`config.mk`:
```
export PLATFORM = sky130hd
export DESIGN_NAME = keypad_irq_unit
export DESIGN_NICKNAME = d
export VERILOG_FILES = /design/src/rtl/kpd_pkg.sv /design/src/rtl/kpd_sampler.sv /design/src/rtl/kpd_ctrl_reg.sv /design/src/rtl/kpd_cond_eval.sv /design/src/rtl/keypad_irq_unit.sv
export SDC_FILE = /design/constraint.sdc
export NUM_CORES = 1
export LEC_CHECK = 0
export BUFFER_PORTS_ARGS = -buffer_cell sky130_fd_sc_hd__buf_4
export CAP_MARGIN = 15
export CORE_UTILIZATION = 50
export CTS_BUF_LIST = sky130_fd_sc_hd__clkbuf_4 sky130_fd_sc_hd__clkbuf_8
export DETAILED_ROUTE_END_ITERATION = 8
export HOLD_SLACK_MARGIN = 0.12
export PLACE_DENSITY = 0.95
export SYNTH_ARGS = -nofsm -noshare
export SYNTH_HDL_FRONTEND = slang
export SYNTH_SLANG_ARGS = --single-unit
```
`constraint.sdc`:
```
create_clock -name clk -period 2.43 [get_ports clk]
set_input_delay 0 -clock clk [delete_from_list [all_inputs] [get_ports clk]]
set_output_delay 0 -clock clk [all_outputs]
set_load 0.02 [all_outputs]
```
`src/rtl/kpd_pkg.sv`:
```
package kpd_pkg;
  localparam int KPD_KEYS    = 10;
  localparam int KPD_CTRL_W  = 16;
  localparam int KPD_EN_POS  = 14;
  localparam int KPD_AND_POS = 15;

  typedef enum logic {
    MODE_ANY = 1'b0,
    MODE_ALL = 1'b1
  } kpd_mode_e;
endpackage

```
`src/rtl/kpd_sampler.sv`:
```
module kpd_sampler #(
  parameter int NUM_KEYS = 10
) (
  input  logic                clk,
  input  logic                rst_n,
  input  logic [NUM_KEYS-1:0] keys_i,
  output logic [NUM_KEYS-1:0] held_o,
  output logic                change_o
);
  // Released state (all ones) is the reset value of the held vector.
  always_ff @(posedge clk) begin
    if (!rst_n) held_o <= '1;
    else        held_o <= keys_i;
  end

  assign change_o = (keys_i != held_o);
endmodule

```
`src/rtl/kpd_ctrl_reg.sv`:
```
module kpd_ctrl_reg #(
  parameter int NUM_KEYS = 10,
  parameter int CTRL_W   = 16,
  parameter int EN_POS   = 14,
  parameter int AND_POS  = 15
) (
  input  logic              clk,
  input  logic              rst_n,
  input  logic              wr_en_i,
  input  logic [CTRL_W-1:0] wr_data_i,
  output logic [CTRL_W-1:0] ctrl_o
);
  // Only the mask, enable and mode positions get storage; all other bits are tied to zero.
  for (genvar b = 0; b < CTRL_W; b++) begin : g_bit
    if (b < NUM_KEYS || b == EN_POS || b == AND_POS) begin : g_store
      logic q;
      always_ff @(posedge clk) begin
        if (!rst_n)       q <= 1'b0;
        else if (wr_en_i) q <= wr_data_i[b];
      end
      assign ctrl_o[b] = q;
    end else begin : g_zero
      assign ctrl_o[b] = 1'b0;
    end
  end
endmodule

```
`src/rtl/kpd_cond_eval.sv`:
```
module kpd_cond_eval
  import kpd_pkg::*;
#(
  parameter int NUM_KEYS = 10
) (
  input  logic [NUM_KEYS-1:0] keys_i,
  input  logic [NUM_KEYS-1:0] mask_i,
  input  kpd_mode_e           mode_i,
  output logic                hit_o
);
  function automatic logic all_selected(input logic [NUM_KEYS-1:0] pressed,
                                        input logic [NUM_KEYS-1:0] mask);
    return (pressed & mask) == mask;
  endfunction

  function automatic logic any_selected(input logic [NUM_KEYS-1:0] pressed,
                                        input logic [NUM_KEYS-1:0] mask);
    return |(pressed & mask);
  endfunction

  logic [NUM_KEYS-1:0] pressed;
  assign pressed = ~keys_i;

  always_comb begin
    if (mode_i == MODE_ALL) hit_o = all_selected(pressed, mask_i);
    else                    hit_o = any_selected(pressed, mask_i);
  end
endmodule

```
`src/rtl/keypad_irq_unit.sv`:
```
module keypad_irq_unit
  import kpd_pkg::*;
#(
  parameter int NUM_KEYS = KPD_KEYS,
  parameter int CTRL_W   = KPD_CTRL_W,
  parameter int EN_POS   = KPD_EN_POS,
  parameter int AND_POS  = KPD_AND_POS
) (
  input  logic                clk,
  input  logic                rst_n,
  input  logic [NUM_KEYS-1:0] keys_i,
  input  logic                wr_en_i,
  input  logic [CTRL_W-1:0]   wr_data_i,
  output logic [NUM_KEYS-1:0] status_o,
  output logic [CTRL_W-1:0]   ctrl_o,
  output logic                irq_o
);
  logic                key_change;
  logic                cond_hit;
  logic                irq_en;
  kpd_mode_e           mode;
  logic [NUM_KEYS-1:0] key_mask;
  logic                fire;

  kpd_sampler #(.NUM_KEYS(NUM_KEYS)) u_sampler (
    .clk(clk), .rst_n(rst_n), .keys_i(keys_i),
    .held_o(status_o), .change_o(key_change)
  );

  kpd_ctrl_reg #(.NUM_KEYS(NUM_KEYS), .CTRL_W(CTRL_W), .EN_POS(EN_POS), .AND_POS(AND_POS)) u_ctrl (
    .clk(clk), .rst_n(rst_n), .wr_en_i(wr_en_i), .wr_data_i(wr_data_i), .ctrl_o(ctrl_o)
  );

  assign key_mask = ctrl_o[NUM_KEYS-1:0];
  assign irq_en   = ctrl_o[EN_POS];
  assign mode     = kpd_mode_e'(ctrl_o[AND_POS]);

  kpd_cond_eval #(.NUM_KEYS(NUM_KEYS)) u_eval (
    .keys_i(keys_i), .mask_i(key_mask), .mode_i(mode), .hit_o(cond_hit)
  );

  assign fire = key_change & irq_en & cond_hit;

  always_ff @(posedge clk) begin
    if (!rst_n) irq_o <= 1'b0;
    else        irq_o <= fire;
  end


  irq_needs_change_chk: assert property (@(posedge clk) disable iff (!rst_n)
    irq_o |-> $past(key_change));


  irq_needs_enable_chk: assert property (@(posedge clk) disable iff (!rst_n)
    irq_o |-> $past(irq_en));


  ctrl_mask_load_chk: assert property (@(posedge clk) disable iff (!rst_n)
    wr_en_i |=> ctrl_o[NUM_KEYS-1:0] == $past(wr_data_i[NUM_KEYS-1:0]));


  any_mode_hit_chk: assert property (@(posedge clk) disable iff (!rst_n)
    (irq_o && !$past(ctrl_o[AND_POS])) |-> ($past(~keys_i & key_mask) != '0));


  all_mode_hit_chk: assert property (@(posedge clk) disable iff (!rst_n)
    (irq_o && $past(ctrl_o[AND_POS])) |-> (($past(~keys_i & key_mask)) == $past(key_mask)));


  pulse_drop_chk: assert property (@(posedge clk) disable iff (!rst_n)
    (irq_o && !key_change) |=> !irq_o);
endmodule

```
; ---- Word-level counts from Yosys, hierarchy flattened
; Index checks and enable logic that the tools add are counted.
[totals]
out_inout_bits = 27
ff_bits = 23
in_bits = 29
word_cells = 22
[op_classes]
bitwise_logic = 4
n_mux = 1
n_reduce_logical = 1
n_eq_ne = 2
[ops]
columns = op, n
row1 = $and 10x10->10, 1
row2 = $eq 10x10->1, 1
row3 = $ne 10x10->1, 1
row4 = $not 10->10, 1
row5 = $reduce_or 10->1, 1
row6 = $and 1x1->1, 2
row7 = $mux 1, 1

; ---- Depth between registers and ports, before layout
[logic_depth]
word_depth = 5
mapped_depth = 4
ltp_nobuf = 4

; ---- Modules after synthesis
; A second synthesis with hierarchy kept.
[hier_totals]
hier_cells = 111
hier_area_um2 = 1112.3
[by_module_without_submodules]
columns = mod, seq_area_each_um2, cells_per_inst, n_inst, area_each_um2
row1 = kpd_ctrl_reg, 240.2, 55, 1, 574.3
row2 = kpd_sampler, 200.2, 33, 1, 369.1
row3 = kpd_cond_eval, 0.0, 21, 1, 140.1
row4 = keypad_irq_unit, 20.0, 2, 1, 28.8

; ---- Least setup slack after synthesis
; Ideal clock, no wire load.
[synth_path]
path_type = register to register
startpoint = register u_ctrl.g_bit[3].g_store.q
endpoint = register irq_o
required_ns = 2.302
arrival_time_ns = 1.235
period_less_slack_ns = 1.362
path_stages_with_launch = 5
path_buffers = 0
setup_ns = 0.128
setup_slack_ns = 1.068
path_cell_list = dfxtp_1 -> nor2b_1 -> or4_1 -> o311ai_1 -> a211oi_1
[synth_between]
elab_chain_len = 4
elab_cells_between_ends = 5
classes_between = eq/ne: 1 / mux: 1 / bitwise: 2 / reduce/logical: 1
[synth_lines]
columns = item, line_no
row1 = from (decl), kpd_ctrl_reg.sv:16  ; logic q;
row2 = from (signal assigned), kpd_ctrl_reg.sv:19  ; else if (wr_en_i) q <= wr_data_i[b];
row3 = $and 10x10->10, "kpd_cond_eval.sv:13, kpd_cond_eval.sv:18"
row4 = $eq 10x10->1 / $reduce_or 10->1 (equally long branches), "kpd_cond_eval.sv:13, kpd_cond_eval.sv:18"
row5 = $mux 1 *, kpd_cond_eval.sv:25  ; if (mode_i == MODE_ALL) hit_o = all_selected(pressed, mask_i);
row6 = $and 1x1->1 *, keypad_irq_unit.sv:42  ; assign fire = key_change & irq_en & cond_hit;
row7 = to (signal assigned), keypad_irq_unit.sv:46  ; else irq_o <= fire;
row8 = to (decl), keypad_irq_unit.sv:16  ; output logic irq_o
; Every way passes the cells marked *; elsewhere a longest branch is shown, timed or not.
; A chain may end at the register's enable or synchronous reset.

==> results_dict.tcl <==
set metrics [dict create \
    drt-total-wl_mm 4.06 \
    drive_gt1_share_pct 26.4 \
    grt_max_degree 24 \
    dp_cells 169 \
    grt_pass1_wl_mm 6.51 \
    hpwl_mm 1.82 \
    worstSetupPathType "reg2reg" \
    track_usage_pct 37.0 \
    drv_slew 0 \
    syn-instance-count 111 \
    port-buffer-count 47 \
    power.density_nw_per_um2 453 \
    skew_ns 0.00879 \
    cts_max_level 1 \
    cts_tree "done" \
    async_flop_share_pct 0 \
    tns_ns 0 \
    syn-cell-area_sq_um 1110 \
    via_per_inst 5.34 \
    drv_cap 0 \
    die_w_um 49.1 \
    cpMostUsedCell "dlygate4sd3_1" \
    die_y_um 49.1 \
    ys_seq_elements 23 \
    hp-class "reg2reg" \
    period_needed_ns 1.86 \
    synth_cell_types 21 \
    grt_pass1_vias 1360 \
    rsz0062_at_grt "false" \
    initial_core_util_pct 54.9 \
    ys.flop_type "dfxtp_1" \
    timing.fmax_mhz 538 \
    synth_area_leaders "dfxtp_1 41%, mux2i_1 11%, buf_4 11%, nor2b_1 8.5%, nand2b_1 7.9%" \
    critical_path_arrival_ns 2.13 \
    required_ns 2.70 \
    cts.clk_slew.worst_paths_ns 0.14 \
    crit_path_max_fanout 4 \
    grt_overflow 0 \
    gp_congestion 0.747 \
    hold_violations 0 \
    grt_antenna_before_repair 0 \
    clock_sinks 23 \
    cts_buffers 3 \
    path_cells "mux2i_1 -> dlygate4sd3_1 -> nor2b_1 -> dlygate4sd3_1" \
    final_cells 224 \
    ir_worst_vdd_mv 0.587 \
    crit_path_start_kind "flop" \
    cts_resized 0 \
    leakagePower_nw 0.851 \
    ys_warn_count 0 \
    firstDrtPassIters 4 \
    io_pins 56 \
    period_share_pct 76.5 \
    antenna_left 0 \
    synth_top_area_share_pct 41.5 \
    clockRootBuffer "clkbuf_4" \
    ys_seq_area_share_pct 41.5 \
    via_count 1197 \
    layout_common_cells "51 x dlygate4sd3_1, 47 x buf_4, 23 x dfxtp_1, 15 x nor2b_1, 14 x nand2b_1" \
    antenna-diode-count 0 \
    final_common_cell "dlygate4sd3_1" \
    areaGrowthSynthToFinish_pct 72.4 \
    clockBufferDepth 2 \
    setup_viol 0 \
    design.core.area_sq_um 2020 \
    synth_edf_count 0 \
    insertion_delay_ns 0.32 \
    layout.nets 227 \
    drt_iter0_drc 37 \
    endpoint_kind "flop" \
    die_area_sq_um 2410 \
    drc_errors 0 \
    wl_per_cell_um 18.1 \
    syn_avg_cell_area_sq_um 10.0 \
    slowest_stage "dlygate4sd3_1" \
    status "completed" \
    critical_path.max_stage_delay_ns 0.59 \
    fp-row-count 16 \
    yosysTopAreaCell "dfxtp_1" \
]
[worst paths after layout]
kind / start / to / slack (ns) / cells after the start
worst min register to register: u_ctrl.g_bit[14].g_store.q$_SDFFE_PN0P_ / irq_o$_SDFF_PN0_ / 0.54 / 2
worst max register to register: u_ctrl.g_bit[2].g_store.q$_SDFFE_PN0P_ / u_ctrl.g_bit[2].g_store.q$_SDFFE_PN0P_ / 0.57 / 4
worst max-delay path: u_ctrl.g_bit[2].g_store.q$_SDFFE_PN0P_ / u_ctrl.g_bit[2].g_store.q$_SDFFE_PN0P_ / 0.57 / 4
worst min-delay path: u_ctrl.g_bit[14].g_store.q$_SDFFE_PN0P_ / irq_o$_SDFF_PN0_ / 0.54 / 2
[worst max-delay path: cells and delay by family, from the launching register on]
| family | cells | cell delay [ns] |
|---|---|---|
| buffers and inverters | 2 | 1.16 |
| flip-flops | 1 | 0.42 |
| AND/OR/NAND/NOR | 1 | 0.14 |
| multiplexers | 1 | 0.09 |
[registers in the layout, summed over array words and instances (netlist names)]
| register | count |
|---|---|
| u_ctrl.g_bit.g_store.q | 12 |
| irq_o | 1 |
| u_sampler.held_o | 10 |
[timing repair]
item,CTS,global route
endpoints found under the hold margin,23,0
setup buffers,0,0
hold buffers,51,0
[layer usage]
metal / track usage (%) / up-vias / part of all wire, %
met5: 0 / - / 0
met4: 16.7 / 0 / 2.7
met3: 6.54 / 12 / 8.2
met2: 69.9 / 90 / 52
met1: 39.0 / 569 / 38
li1: - / 526 / -
[Yosys cell counts (2+ instances only)]
master and number:
nand4_1 3, inv_1 3, nand2b_1 14, xor2_1 2, mux2i_1 12, nor2b_1 15
a22oi_1 3, dfxtp_1 23, buf_4 16, xnor2_1 8, clkbuf_1 2
[report_power, final]
part           internal [W]  switching [W]  total, W  leakage (nW)
logic              0.000148       0.000114  0.000262         0.642
registers          0.000399      0.0000218  0.000420         0.191
clock network     0.0000616       0.000124  0.000185        0.0177
total              0.000608       0.000259  0.000867         0.851
[final cells by class]
cell class | count | area, sq um
Timing Repair Buffer | 98 | 863
Multi-Input combinational cell | 69 | 517
Sequential cell | 23 | 460
Fill cell | 52 | 109
Tap cell | 27 | 33.8
Clock buffer | 3 | 22.5
Inverter | 3 | 11.3
Clock inverter | 1 | 5.00
[through the flow]
stage	total power (W)	instance area [sq um]	util (%)	hold WS, ns	setup slack [ns]
2_1_floorplan	0.000536	1120	-	0.0730	1.07
3_3_place_gp	0.000592	1380	68.0	0.224	1.01
3_5_place_dp	0.000599	1380	68.0	0.228	0.963
4_1_cts	0.000834	1910	94.6	0.507	0.708
5_1_grt	0.000895	1910	94.6	0.573	0.488
6_report	0.000867	1910	94.6	0.538	0.570
[cell families (layout without fill, tap and decap cells)]
logic type	after synthesis	after routing	synth area share, %
XOR/XNOR	10	10	7.89
buffers and inverters	22	105	13.0
AO/OA/AOI/OAI	9	9	7.22
multiplexers	12	12	10.8
other	1	4	0.338
flip-flops	23	23	41.5
AND/OR/NAND/NOR	34	34	19.3
No activity file was read; power rests on OpenSTA's default activity.
